==> src/rtl/ddr_init_pkg.sv <==
package ddr_init_pkg;

  typedef enum logic [2:0] {
    C_NONE = 3'd0,
    C_NOP  = 3'd1,
    C_PALL = 3'd2,
    C_MRS  = 3'd3,
    C_EMRS = 3'd4,
    C_REF  = 3'd5,
    C_ZQ   = 3'd6,
    C_NORM = 3'd7
  } cmd_e;

  typedef enum logic [1:0] {
    K_CMD  = 2'd0,
    K_WAIT = 2'd1,
    K_END  = 2'd2
  } kind_e;

  typedef enum logic [1:0] {
    W_PWR2 = 2'd0,
    W_PWR3 = 2'd1,
    W_DLL3 = 2'd2
  } wsel_e;

  typedef struct packed {
    kind_e      kind;
    cmd_e       code;
    logic [1:0] mr;
    logic       dll;
    logic       ocd;
    wsel_e      wsel;
  } step_t;

  function automatic step_t mk_cmd(cmd_e c, logic [1:0] mr, logic dll, logic ocd);
    step_t s;
    s.kind = K_CMD;
    s.code = c;
    s.mr   = mr;
    s.dll  = dll;
    s.ocd  = ocd;
    s.wsel = W_PWR2;
    return s;
  endfunction

  function automatic step_t mk_wait(wsel_e w);
    step_t s;
    s.kind = K_WAIT;
    s.code = C_NONE;
    s.mr   = 2'd0;
    s.dll  = 1'b0;
    s.ocd  = 1'b0;
    s.wsel = w;
    return s;
  endfunction

  function automatic step_t mk_end();
    step_t s;
    s.kind = K_END;
    s.code = C_NONE;
    s.mr   = 2'd0;
    s.dll  = 1'b0;
    s.ocd  = 1'b0;
    s.wsel = W_PWR2;
    return s;
  endfunction

  // Bit position of the bank select inside the address word.
  function automatic int unsigned bank_shift(logic [1:0] col, logic [1:0] row,
                                             logic seq, logic bus32);
    int unsigned sh;
    sh = 32'(col) + 32'd9;
    if (seq) sh = sh + 32'(row) + 32'd11;
    sh = sh + (bus32 ? 32'd1 : 32'd2);
    return sh;
  endfunction

  // Pause length in cycles, never below one.
  function automatic int unsigned wait_cycles(int unsigned us, int unsigned mhz);
    int unsigned p;
    p = us * mhz;
    return (p == 0) ? 32'd1 : p;
  endfunction

endpackage

==> src/rtl/ddr_init_script.sv <==
module ddr_init_script
  import ddr_init_pkg::*;
#(
  parameter int IW = 4
) (
  input  logic          ddr3_mode,
  input  logic [IW-1:0] idx,
  output step_t         step
);

  always_comb begin
    step = mk_end();
    if (!ddr3_mode) begin
      case (int'(idx))
        0:  step = mk_cmd(C_NOP,  2'd0, 1'b0, 1'b0);
        1:  step = mk_wait(W_PWR2);
        2:  step = mk_cmd(C_NOP,  2'd0, 1'b0, 1'b0);
        3:  step = mk_cmd(C_PALL, 2'd0, 1'b0, 1'b0);
        4:  step = mk_cmd(C_EMRS, 2'd2, 1'b0, 1'b0);
        5:  step = mk_cmd(C_EMRS, 2'd3, 1'b0, 1'b0);
        6:  step = mk_cmd(C_EMRS, 2'd1, 1'b0, 1'b0);
        7:  step = mk_cmd(C_MRS,  2'd0, 1'b1, 1'b0);
        8:  step = mk_cmd(C_PALL, 2'd0, 1'b1, 1'b0);
        9:  step = mk_cmd(C_REF,  2'd0, 1'b1, 1'b0);
        10: step = mk_cmd(C_REF,  2'd0, 1'b1, 1'b0);
        11: step = mk_cmd(C_MRS,  2'd0, 1'b0, 1'b0);
        12: step = mk_cmd(C_EMRS, 2'd1, 1'b0, 1'b1);
        13: step = mk_cmd(C_EMRS, 2'd1, 1'b0, 1'b0);
        14: step = mk_cmd(C_NORM, 2'd0, 1'b0, 1'b0);
        default: step = mk_end();
      endcase
    end else begin
      case (int'(idx))
        0: step = mk_cmd(C_NOP,  2'd0, 1'b0, 1'b0);
        1: step = mk_wait(W_PWR3);
        2: step = mk_cmd(C_NOP,  2'd0, 1'b0, 1'b0);
        3: step = mk_cmd(C_EMRS, 2'd2, 1'b0, 1'b0);
        4: step = mk_cmd(C_EMRS, 2'd3, 1'b0, 1'b0);
        5: step = mk_cmd(C_EMRS, 2'd1, 1'b0, 1'b0);
        6: step = mk_cmd(C_MRS,  2'd0, 1'b1, 1'b0);
        7: step = mk_wait(W_DLL3);
        8: step = mk_cmd(C_ZQ,   2'd0, 1'b0, 1'b0);
        9: step = mk_cmd(C_NORM, 2'd0, 1'b0, 1'b0);
        default: step = mk_end();
      endcase
    end
  end

endmodule

==> src/rtl/ddr_bank_geom.sv <==
module ddr_bank_geom
  import ddr_init_pkg::*;
#(
  parameter int AW = 32
) (
  input  logic [1:0]    col_cfg,
  input  logic [1:0]    row_cfg,
  input  logic          seq_decode,
  input  logic          bus32,
  input  logic [1:0]    mr_sel,
  output logic [AW-1:0] addr
);

  localparam int SHW = $clog2(AW);

  logic [SHW-1:0] shift;
  logic [AW-1:0]  sel_wide;

  always_comb begin
    shift    = SHW'(bank_shift(col_cfg, row_cfg, seq_decode, bus32));
    sel_wide = AW'(mr_sel);
    addr     = sel_wide << shift;
  end

endmodule

==> src/rtl/ddr_wait_timer.sv <==
module ddr_wait_timer #(
  parameter int CW = 16
) (
  input  logic          clk,
  input  logic          rst,
  input  logic          load,
  input  logic [CW-1:0] len,
  input  logic          ack,
  output logic          armed,
  output logic          expired
);

  logic [CW-1:0] cnt;

  always_ff @(posedge clk) begin
    if (rst) begin
      armed <= 1'b0;
      cnt   <= '0;
    end else if (load) begin
      armed <= 1'b1;
      cnt   <= len - CW'(1);
    end else if (ack) begin
      armed <= 1'b0;
    end else if (armed && cnt != '0) begin
      cnt <= cnt - CW'(1);
    end
  end

  assign expired = armed && (cnt == '0);

  // a reload never lands on a pause still running
  p_load_unarmed_r6: assert property (@(posedge clk) disable iff (rst)
    load |-> !armed);

  // acknowledged expiry disarms the counter
  p_ack_disarms_r6: assert property (@(posedge clk) disable iff (rst)
    (expired && ack && !load) |=> !armed);

endmodule

==> src/rtl/ddr_init_seq.sv <==
module ddr_init_seq
  import ddr_init_pkg::*;
#(
  parameter int CLK_MHZ = 200,
  parameter int PWR2_US = 200,
  parameter int PWR3_US = 500,
  parameter int DLL3_US = 50,
  parameter int AW      = 32,
  parameter int RW      = 16,
  parameter int IW      = 4
) (
  input  logic          clk,
  input  logic          rst,
  input  logic          start,
  input  logic          ddr3_mode,
  input  logic [1:0]    col_cfg,
  input  logic [1:0]    row_cfg,
  input  logic          bus32,
  input  logic          seq_decode,
  input  logic [RW-1:0] refresh_val,
  input  logic          cmd_ready,
  output logic          cmd_valid,
  output logic [2:0]    cmd_code,
  output logic [AW-1:0] cmd_addr,
  output logic          cmd_dll_rst,
  output logic          cmd_ocd_dflt,
  output logic          busy,
  output logic          done,
  output logic          rfsh_load,
  output logic [RW-1:0] rfsh_value
);

  localparam int unsigned N_PWR2 = wait_cycles(PWR2_US, CLK_MHZ);
  localparam int unsigned N_PWR3 = wait_cycles(PWR3_US, CLK_MHZ);
  localparam int unsigned N_DLL3 = wait_cycles(DLL3_US, CLK_MHZ);
  localparam int unsigned N_MAX  = (N_PWR2 > N_PWR3) ?
                                   ((N_PWR2 > N_DLL3) ? N_PWR2 : N_DLL3) :
                                   ((N_PWR3 > N_DLL3) ? N_PWR3 : N_DLL3);
  localparam int CW = $clog2(N_MAX + 1);

  logic          running;
  logic [IW-1:0] idx;
  step_t         step;
  logic [AW-1:0] geom_addr;
  logic [CW-1:0] wait_len;

  // named internal events
  logic is_cmd, is_wait, is_end;
  logic handshake, wait_done, advance, start_take;
  logic tmr_load, tmr_armed, tmr_expired;

  ddr_init_script #(.IW(IW)) u_script (
    .ddr3_mode (ddr3_mode),
    .idx       (idx),
    .step      (step)
  );

  ddr_bank_geom #(.AW(AW)) u_geom (
    .col_cfg    (col_cfg),
    .row_cfg    (row_cfg),
    .seq_decode (seq_decode),
    .bus32      (bus32),
    .mr_sel     (step.mr),
    .addr       (geom_addr)
  );

  always_comb begin
    case (step.wsel)
      W_PWR3:  wait_len = CW'(N_PWR3);
      W_DLL3:  wait_len = CW'(N_DLL3);
      default: wait_len = CW'(N_PWR2);
    endcase
  end

  ddr_wait_timer #(.CW(CW)) u_timer (
    .clk     (clk),
    .rst     (rst),
    .load    (tmr_load),
    .len     (wait_len),
    .ack     (wait_done),
    .armed   (tmr_armed),
    .expired (tmr_expired)
  );

  assign is_cmd     = running && (step.kind == K_CMD);
  assign is_wait    = running && (step.kind == K_WAIT);
  assign is_end     = running && (step.kind == K_END);
  assign handshake  = is_cmd && cmd_ready;
  assign tmr_load   = is_wait && !tmr_armed;
  assign wait_done  = is_wait && tmr_expired;
  assign advance    = handshake || wait_done;
  assign start_take = !running && start;

  always_ff @(posedge clk) begin
    if (rst) begin
      running    <= 1'b0;
      idx        <= '0;
      done       <= 1'b0;
      rfsh_load  <= 1'b0;
      rfsh_value <= '0;
    end else begin
      rfsh_load <= 1'b0;
      if (start_take) begin
        running <= 1'b1;
        idx     <= '0;
        done    <= 1'b0;
      end else if (is_end) begin
        running    <= 1'b0;
        done       <= 1'b1;
        rfsh_load  <= 1'b1;
        rfsh_value <= refresh_val;
      end else if (advance) begin
        idx <= idx + IW'(1);
      end
    end
  end

  assign busy         = running;
  assign cmd_valid    = is_cmd;
  assign cmd_code     = is_cmd ? step.code : 3'd0;
  assign cmd_addr     = is_cmd ? geom_addr : '0;
  assign cmd_dll_rst  = is_cmd && step.dll;
  assign cmd_ocd_dflt = is_cmd && step.ocd;

  // an unaccepted command holds its contents
  p_hold_r5: assert property (@(posedge clk) disable iff (rst)
    (cmd_valid && !cmd_ready) |=> (cmd_valid && $stable(cmd_code) && $stable(cmd_addr)));

  // a start during a run does not rewind the script
  p_no_restart_r2: assert property (@(posedge clk) disable iff (rst)
    (busy && start && idx != '0) |=> (!busy || idx != '0));

  // no command while a pause is counting
  p_quiet_wait_r6: assert property (@(posedge clk) disable iff (rst)
    tmr_armed |-> !cmd_valid);

  // completion is idle
  p_done_idle_r9: assert property (@(posedge clk) disable iff (rst)
    done |-> (!busy && !cmd_valid));

  // refresh load is a single-cycle strobe
  p_load_pulse_r9: assert property (@(posedge clk) disable iff (rst)
    rfsh_load |=> !rfsh_load);

  // done rises together with the refresh load
  p_done_load_r9: assert property (@(posedge clk) disable iff (rst)
    $rose(done) |-> rfsh_load);

  // the address word carries at most a two-bit select
  p_sel_bits_r7: assert property (@(posedge clk) disable iff (rst)
    cmd_valid |-> ($countones(cmd_addr) <= 2));

  // the two flags never appear on the same command
  p_flag_excl_r8: assert property (@(posedge clk) disable iff (rst)
    cmd_valid |-> !(cmd_dll_rst && cmd_ocd_dflt));

endmodule

==> config.mk <==
export PLATFORM = sky130hd
export DESIGN_NAME = ddr_init_seq
export DESIGN_NICKNAME = d
export VERILOG_FILES = /design/src/rtl/ddr_init_pkg.sv /design/src/rtl/ddr_init_script.sv /design/src/rtl/ddr_bank_geom.sv /design/src/rtl/ddr_wait_timer.sv /design/src/rtl/ddr_init_seq.sv
export SDC_FILE = /design/constraint.sdc
export NUM_CORES = 1
export LEC_CHECK = 0
export ABC_AREA = 1
export ABC_CLOCK_PERIOD_IN_PS = 3400
export BUFFER_PORTS_ARGS = -buffer_cell sky130_fd_sc_hd__buf_2
export CORE_AREA = 2 2 89 91
export DETAILED_ROUTE_END_ITERATION = 8
export DIE_AREA = 0 0 91 93
export GPL_TIMING_DRIVEN = 0
export PLACE_DENSITY = 0.74
export SLEW_MARGIN = 30
export SYNTH_ARGS = -nofsm -noshare
export SYNTH_HDL_FRONTEND = slang
export SYNTH_SLANG_ARGS = --single-unit
==> constraint.sdc <==
create_clock -name clk -period 3.4 [get_ports clk]
set_clock_uncertainty 0.15 [all_clocks]
set_input_delay 0.17 -clock clk [delete_from_list [all_inputs] [get_ports clk]]
set_output_delay 0.17 -clock clk [all_outputs]
set_load 0.005 [all_outputs]
## Yosys cells after proc, flatten, opt, wreduce, memory -nomap -nowiden

Memory sizes are Yosys's and may differ from the RTL's. A register that Yosys moved wholly into a read port is not among the register bits.
Index checks and enable logic that the tools add are counted.

| storage, ports and cells | value |
|---|---|
| register bits | 41 |
| memory bits (read-only) | 304 |
| input port bits | 27 |
| output and inout bits | 57 |
| memories kept | 2 |

Memories:

| memory | words | bits a word | read ports | clocked after Yosys merged registers in | wr ports | RTL line | RTL |
|---|---|---|---|---|---|---|---|
| (name not given) | 16 | 10 | 1 | 1 | 0 | ddr_init_script.sv:33 | `case (int'(idx))` |
| (name not given) | 16 | 9 | 1 | 1 | 0 | ddr_init_script.sv:14 | `case (int'(idx))` |

| operators by class | value |
|---|---|
| add/sub/neg operators | 7 |
| eq/ne operators | 5 |
| shift-type cells | 1 |
| multiplexer cells | 18 |
| bitwise operators | 2 |
| reduce and logical (&&, ||, !) cells | 24 |

Operator list:

| operator | number |
|---|---|
| 17-bit two-way mux | 3 |
| 17-bit case mux with 2 select lines | 1 |
| 17-bit by 1-bit subtractor with 17-bit output (second input constant) | 2 |
| 32-bit two-way mux | 1 |
| 2-bit by 5-bit left shift with 32-bit output | 1 |
| 17-bit zero test | 1 |
| 17-bit nonzero test | 1 |
| 4-bit two-way mux | 4 |
| 1-bit logical AND | 11 |
| 11-bit two-way mux | 1 |
| 2-bit AND reduction | 3 |
| 2-bit nonzero test | 3 |
| 2-bit by 4-bit adder with 5-bit output (second input constant) | 1 |
| 5-bit by 2-bit adder with 5-bit output | 1 |
| 5-bit by 4-bit adder with 5-bit output (second input constant) | 1 |
| 5-bit adder | 1 |
| 1-bit two-way mux | 5 |
| 5-bit two-way mux | 1 |
| 4-bit by 1-bit adder with 4-bit output (second input constant) | 1 |
| 2-bit by 1-bit equality test with 1-bit output (second input constant) | 2 |
| 2-bit equality test (second input constant) | 2 |
| 3-bit two-way mux | 1 |
| 1-bit zero test | 2 |
| 2-bit zero test | 1 |
| 5 further kinds | 6 |

## Depth between registers and ports, before layout

Gate-level depths: netlist (run 1).

| logic depth | value |
|---|---|
| depth in word-level cells | 8 |
| gate-level depth with buffers | 17 |
| depth with buffers taken out | 17 |

## Hierarchy

A second synthesis (run 1) with hierarchy kept.

| second synthesis, totals | value |
|---|---|
| cells, all modules | 677 |
| area total of the unflattened synthesis | 3849.9 um^2 |

Modules (own cells, without submodules):

| module | instances | cells an instance | area each (um^2) | seq. area each (um^2) |
|---|---|---|---|---|
| ddr_wait_timer | 1 | 280 | 1597.8 | 360.3 |
| ddr_init_seq | 1 | 203 | 1248.7 | 460.4 |
| ddr_bank_geom | 1 | 124 | 611.8 | 0.0 |
| ddr_init_script | 1 | 70 | 391.6 | 0.0 |

## Worst setup path after synthesis (run 1)

No wires, ideal clock.

| timing path | value |
|---|---|
| path type | input port to output port |
| start | input col_cfg[0] |
| end | output cmd_addr[20] |
| data arrival time | 2.486 ns |
| slack | 0.594 ns |
| stages | 17 |
| path buffers | 1 |
| cells stage by stage | ha_1 > inv_1 > ha_1 > inv_1 > ha_1 > nand2_1 > o21ai_0 > inv_1 > fa_1 > nor2_1 > inv_1 > nand2_1 > clkbuf_1 > nand2_1 > o21ai_0 > nand2_1 > nor2_1 |

| between the ends | value |
|---|---|
| cells in the longest elaborated chain, start to end | 7 |

Ends and longest elaborated chain:

| element | RTL line | RTL |
|---|---|---|
| from (decl) | ddr_init_seq.sv:16 | `input logic [1:0] col_cfg,` |
| 2-bit by 4-bit adder with 5-bit output * | ddr_init_pkg.sv:72 | `sh = 32'(col) + 32'd9;` |
| 5-bit by 2-bit adder with 5-bit output | ddr_init_pkg.sv:73 | `if (seq) sh = sh + 32'(row) + 32'd11;` |
| 5-bit by 4-bit adder with 5-bit output | ddr_init_pkg.sv:73 |  |
| 5-bit two-way mux * | ddr_init_pkg.sv:73 |  |
| 5-bit adder * | ddr_init_pkg.sv:74 | `sh = sh + (bus32 ? 32'd1 : 32'd2);` |
| 2-bit by 5-bit left shift with 32-bit output * | ddr_bank_geom.sv:22 | `addr = sel_wide << shift;` |
| 32-bit two-way mux * | ddr_init_seq.sv:121 | `assign cmd_addr = is_cmd ? geom_addr : '0;` |
| to (decl) | ddr_init_seq.sv:24 | `output logic [AW-1:0] cmd_addr,` |

Mark *: on every way between the ends. The rest lies on a longest branch, timed or not.

## Worst setup path in the final report (run 1)

| timing path | value |
|---|---|
| start | input col_cfg[0] |
| end | output cmd_addr[16] |

Same word-level chain as after synthesis.

==> impl_results.md, run 1 <==
- Final ANT Viol Nets: 0
- Seq pwr share: around 40%
- Max_cap viols: 0
- Io pins: 84
- Tmin final: approximately 3.1 ns
- First-pass iteration count of the detailed router: 4
- WL final: about 9000 um
- Post-synthesis mux area share: 0.546%
- Clk pwr share: slightly below 40%
- Core area: around 7500 um2
- Hold path start: rst
- Clock slew at reported path FFs: ~0.06 ns
- # clock sinks: ~60
- Via count: roughly 3.8k
- Nets: around 690
- Vias per cell: ~5.0
- Post-synth top cells: nand2_1 (148), nor2_1 (67), inv_1 (65), dfxtp_1 (59), nand3_1 (49)
- Setup violators final: 0
- Slowest stage delay, CP: around 0.30 ns
- Number of inserted diodes: 0
- Max Fclk: 0.318 GHz
- Vias in the first global route: between 3k and 4k
- CP Buf/Inv Count: 5
- Int Pwr: 1310 uW
- Final GP Congestion: 0.895
- Final instance area: ~4600 um2
- Hold Vio Cnt, Final: 0
- Final period util: just over 90%
- CTS tree: done
- Register area: ~1200 um2
- Die footprint: roughly 8500 um2
- CP cell instances: buf_2, ha_1, inv_1, ha_1, inv_1, ha_1, nand2_1, o21ai_0, ha_1, a21oi_1, or2_2, xnor2_1, buf_2, nand2_1, o32ai_1, buf_2
- Initial Utilization: between 40% and 50%
- Slew @ Worst Pin: around 0.58 ns
- Placement row count: 32
- Worst Setup Path Type: input pin to output pin
- Logic pwr share: a little over a fifth
- Synth warnings: 0
- PD cells: between 400 and 500 nW/um2
- Synth top area cells: dfxtp_1 (32%), nand2_1 (15%), nor2_1 (6.9%)
- PortBufs: 82
- Synth Area in Compound Gates: roughly 8.3%
- Slew headroom: 61.2%
- Area leader, netlist: dfxtp_1
- Synth Area in Simple Gates: roughly two fifths
- First-pass GRT wire length: around 16000 um
- Multi-input gate area: ~2100 um2
- Ys flop type: dfxtp_1
- Total grt overflow: 0
- Leak: between 0.002 and 0.0025 uW
- Slowest-stage cell, CP: ha_1
- Bufs on Longest Clock Path: 2
- Total GRT Usage: between 20% and 30%
- Layout Area Growth over Synthesis: 26.1%
- Main combinational cell family by area after synthesis: simple AND/OR/NAND/NOR gates
- Psw: around 550 uW
- Hpwl dp: ~6500 um
- Top cell type's share of synthesized area: about a third
- Register area share after synthesis: about a third
- Critical Path AT: 2.83 ns
- Fillers: 721
- FFs w/ async S/R, synth: 0%
- DR iter-0 viols: approximately 200
- DR WL/cell: between 10 and 15 um
- Mapped Cells: 540
- Post-synth cell types: 44
- Post-DP Area: between 4000 and 5000 um2
- R2r startpoint: busy
- Post-synth EDFFs: 0
- RSZ-0062 raised after global routing: yes
- Post-Synth XOR/XNOR Area: 1.43%
- Layout cell share with drive strength beyond 1: about a quarter
- CTS Root Cell: clkbuf_8
- CTS Buf Count: 9
- Sw Share: 29.4%
- Worst skew pair latency: roughly 0.35 ns
- Mapped cell area: ~3700 um2
- Net count after synthesis: around 600
- VDD IR max: between 0.3 and 0.4 mV
- Crit. End Element: output pin
- Synth Register Bits: 59
- Post-CTS Setup Inserts: 0
- Crit path from: col_cfg[0]
- CP most frequent cell: ha_1
- Critical path fanouts, max: 10
- Worst setup SP type: input pin
- Final setup TNS: 0 ns
- Pin count of the biggest net entering global routing: 11
- DR DRC count: 0
- Post-Synth Adder-Cell Area: around 6.2%
- Count leader, synth: nand2_1
- H-tree levels: 3
- Hold WC Path Type: input pin to flop
- Initial antenna violation count: 0
- Syn avg cell area: a little under 7 um2
- DIE WIDTH: 91 um
- Crit path required time: roughly 3.1 ns
- Fin. max-slew vios: 0
- Outcome: finished clean
- Chip height: slightly above 90 um
- Largest delay share family, worst path: adder cells
tightest hold or removal path: cells and delay by family:
family	cells	cell delay [ns]
AO/OA/AOI/OAI	2	0.19
buffers and inverters	1	0.11
area by class of cell:
class                           count  share of cell area [%]
Tap cell                          102                    2.76
Timing Repair Buffer               99                    12.6
Inverter                           71                    5.82
Sequential cell                    59                    25.5
Buffer                             16                    2.33
Clock inverter                      4                    1.57
Clock buffer                       12                    3.35
Multi-Input combinational cell    394                    46.1
power groups by stage:
stage | combinational [uW] | sequential, uW | clock, uW
6_report | 397 | 727 | 735
5_1_grt | 457 | 729 | 772
4_1_cts | 386 | 727 | 742
3_5_place_dp | 368 | 742 | 0
3_3_place_gp | 357 | 741 | 0
2_1_floorplan | 280 | 741 | 0
worst paths after layout:
check	end	slack [ns]	cells after the start
setup / recovery	cmd_addr[16]	0.25	16
hold / removal	done	0.03	3
setup reg to reg	flop	0.95	11
hold reg to reg	rfsh_value[5]	0.32	2
routing by layer:
| layer | part of all wire (%) | GRT usage, % | vias to the layer above |
|---|---|---|---|
| met5 | 0 | 0 | - |
| met4 | 2.2 | 10.5 | 0 |
| met3 | 6.0 | 4.11 | 19 |
| met2 | 47 | 38.6 | 118 |
| met1 | 45 | 27.4 | 1692 |
| li1 | - | - | 1928 |
cells in the final DEF (no fill, tap or decap), types with 11 or more instances in the layout:
cell type / count
clkbuf_8: 11
a21oi_1: 18
nand3_1: 48
nor2_1: 67
nand2_2: 11
buf_2: 86
nand2_1: 147
inv_1: 65
ha_1: 15
dlygate4sd3_1: 17
dfxtp_1: 59
o21ai_0: 18
per-stage QoR:
stage	hold slack [ns]	power (uW)	utilization, %	setup slack (ns)	cells
after floorplan	0.123	1020	-	0.594	540
after global placement	0.206	1100	55.9	0.179	724
after detailed placement	0.212	1110	55.9	0.0800	724
after CTS	0.0200	1850	61.2	0.0762	757
after global routing	0.0230	1960	61.4	-0.0199	757
final	0.0271	1860	61.4	0.252	757
what timing repair did:
item,CTS,global route
gates resized for setup,0,17
hold buffers,17,0
endpoints found under the hold margin,17,0
endpoints found under the setup margin,0,31
cells by family after synthesis:
family / Yosys count
and+or+nand+nor: 316
buffers and inverters: 87
DFF: 59
AOI/OAI and AO/OA: 53
adders and majority gates: 17
xor gates and xnor gates: 6
muxes: 2
Power figures use the tool's default switching activity.
==> inputs of run 2 (changes only) <==
--- a/config.mk
+++ b/config.mk
@@ -6,13 +6,14 @@
 export NUM_CORES = 1
 export LEC_CHECK = 0
 export ABC_AREA = 1
-export ABC_CLOCK_PERIOD_IN_PS = 3400
 export BUFFER_PORTS_ARGS = -buffer_cell sky130_fd_sc_hd__buf_2
 export CORE_AREA = 2 2 89 91
+export CTS_BUF_LIST = sky130_fd_sc_hd__clkbuf_8
 export DETAILED_ROUTE_END_ITERATION = 8
 export DIE_AREA = 0 0 91 93
 export GPL_TIMING_DRIVEN = 0
 export PLACE_DENSITY = 0.74
+export RECOVER_POWER = 25
 export SLEW_MARGIN = 30
 export SYNTH_ARGS = -nofsm -noshare
 export SYNTH_HDL_FRONTEND = slang
==> run 2 against run 1 <==
Effect of this change: first-iteration DRC count fell by 7.9%; cell area fell by 0.87%; worst setup slack improved by 0.0030 ns; global-route usage is the same; sequential share of layout area rose by 0.22 points; clock power about the same; fmax barely moved; via count rose by 0.48%; count of clock-buffer cells in the layout down 1.
==> impl_results.md, run 2 (synthesized netlist as in run 1, its figures left out) <==
- Worst Setup Path Type: input pin to output pin (unchanged)
- Max Fclk: 0.318 GHz (about the same)
- Pin count of the biggest net entering global routing: 11 (unchanged)
- PortBufs: 82 (unchanged)
- Critical path fanouts, max: 10 (unchanged)
- H-tree levels: 3 (unchanged)
- Bufs on Longest Clock Path: 2 (unchanged)
- Post-DP Area: 4210 um2 (unchanged)
- DIE WIDTH: 91 um (unchanged)
- Tmin final: 3.14 ns (was 3.15 ns)
- Io pins: 84 (unchanged)
- Setup WS pre-CTS: 0.0800 ns (unchanged)
- Total GRT Usage: 22.5% (unchanged)
- Hpwl dp: 6540 um (unchanged)
- DR DRC count: 0 (unchanged)
- Initial Utilization: 48.7% (unchanged)
- Slew @ Worst Pin: 0.601 ns (was 0.581 ns)
- Die footprint: 8460 um2 (unchanged)
- Worst setup SP type: input pin (unchanged)
- DR WL/cell: 11.9 um (about the same)
- Setup violators final: 0 (unchanged)
- VDD IR max: 0.309 mV (was 0.310 mV)
- CP Buf/Inv Count: 5 (unchanged)
- Layout Area Growth over Synthesis: 25.0% (was 26.1%)
- Layout cell share with drive strength beyond 1: 22.0% (was 24.7%)
- Hold WC Path Type: input pin to flop (unchanged)
- RSZ-0062 raised after global routing: yes (unchanged)
- Most frequent cells in the layout: nand2_1 (148), buf_2 (72), nor2_1 (68), inv_1 (67), dfxtp_1 (59) (was nand2_1 (147), buf_2 (86), nor2_1 (67), inv_1 (65), dfxtp_1 (59))
- Nets: 694 (unchanged)
- CTS Root Cell: clkbuf_8 (unchanged)
- Most common cell after layout, fill and taps aside: nand2_1 (unchanged)
- Final ANT Viol Nets: 0 (unchanged)
- Chip height: 93 um (unchanged)
- First-pass iteration count of the detailed router: 5 (was 4)
- Number of inserted diodes: 0 (unchanged)
- Fillers: 734 (was 721)
- Core area: 7530 um2 (unchanged)
- Total grt overflow: 0 (unchanged)
- Slowest-stage cell, CP: ha_1 (unchanged)
- Crit path required time: 3.08 ns (about the same)
- Crit. End Element: output pin (unchanged)
- CTS Buf Count: 9 (unchanged)
- Final instance area: 4580 um2 (was 4620 um2)
- CTS tree: done (unchanged)
- Clock slew at reported path FFs: 0.06 ns (about the same)
- Hold Vio Cnt, Final: 0 (unchanged)
- Outcome: finished clean (unchanged)
- Slowest stage delay, CP: 0.30 ns (about the same)
- Vias in the first global route: 3548 (unchanged)
- Via count: 3775 (was 3757)
- Final GP Congestion: 0.895 (unchanged)
- Max_cap viols: 0 (unchanged)
- # clock sinks: 59 (unchanged)
- Worst skew pair latency: 0.35 ns (about the same)
- Largest delay share family, worst path: adder cells (unchanged)
- Initial antenna violation count: 0 (unchanged)
- Slew headroom: 59.8% (was 61.2%)
- Final WS setup: 0.255 ns (was 0.252 ns)
- CP most frequent cell: ha_1 (unchanged)
- CP cell instances: buf_2, ha_1, inv_1, ha_1, inv_1, ha_1, nand2_1, o21ai_0, ha_1, a21oi_1, or2_2, xnor2_1, buf_2, nand2_1, o32ai_1, buf_2 (unchanged)
- PD cells: 404 nW/um2 (was 402 nW/um2)
- WL final: 9030 um (was 9020 um)
- Critical Path AT: 2.82 ns (was 2.83 ns)
- First-pass GRT wire length: 15700 um (unchanged)
- Placement row count: 32 (unchanged)
- DR iter-0 viols: 186 (was 202)
- Vias per cell: 4.99 (was 4.96)
- Post-CTS Setup Inserts: 0 (unchanged)
- Fin. max-slew vios: 0 (unchanged)
- Leak: 0.00244 uW (was 0.00250 uW)
- Final period util: 92.5% (was 92.6%)
-- run 2: tightest hold or removal path, stage by stage --
cell	delay, ns
buf_2	0.11
a21oi_2	0.08
o21a_1	0.11
-- run 2: final cells by class --
| type | instances | area, um2 | share of cell area, % |
|---|---|---|---|
| Clock inverter | 5 | 76.3 | 1.66 |
| Inverter | 71 | 269 | 5.87 |
| Multi-Input combinational cell | 394 | 2110 | 46.0 |
| Timing Repair Buffer | 99 | 563 | 12.3 |
| Clock buffer | 11 | 151 | 3.30 |
| Sequential cell | 59 | 1180 | 25.8 |
| Tap cell | 102 | 128 | 2.78 |
| Buffer | 16 | 108 | 2.35 |
-- run 2: final timing paths --
| check | cells after the start | start | slack [ns] | to |
|---|---|---|---|---|
| setup reg to reg | 11 | busy | 0.47 | flop |
| hold reg to reg | 2 | rfsh_value[5] | 0.32 | rfsh_value[5] |
| hold / removal | 3 | rst | 0.02 | done |
| setup / recovery | 16 | col_cfg[0] | 0.26 | cmd_addr[16] |
-- run 2: report_power, final --
| part | internal (uW) | switching (uW) | total (uW) |
|---|---|---|---|
| clock | 448 | 285 | 733 |
| sequential | 714 | 13.0 | 727 |
| combinational | 144 | 249 | 393 |
| total | 1310 | 547 | 1850 |
-- run 2: repair_timing --
action | 4_1_cts | 5_1_grt
hold endpoints to repair | 17 | 0
hold buffers | 17 | 0
resized for setup | 0 | 17
setup endpoints to repair | 0 | 31
-- run 2: layer usage --
layer	up-vias	part of all wire [%]	track usage [%]
li1	1927	-	-
met4	0	2.4	10.5
met3	21	6.3	4.11
met5	-	0	0
met1	1703	44	27.4
met2	124	48	38.6
-- run 2: metrics by stage --
stage	util [%]	power [uW]	instances	hold WS (ns)	setup TNS, ns
final	60.9	1850	757	0.0247	0
after global routing	60.9	1950	757	0.0230	-0.0351
after CTS	61.2	1850	757	0.0200	0
after detailed placement	55.9	1110	724	0.212	0
after global placement	55.9	1100	724	0.206	0
after floorplan	-	1020	540	0.123	0
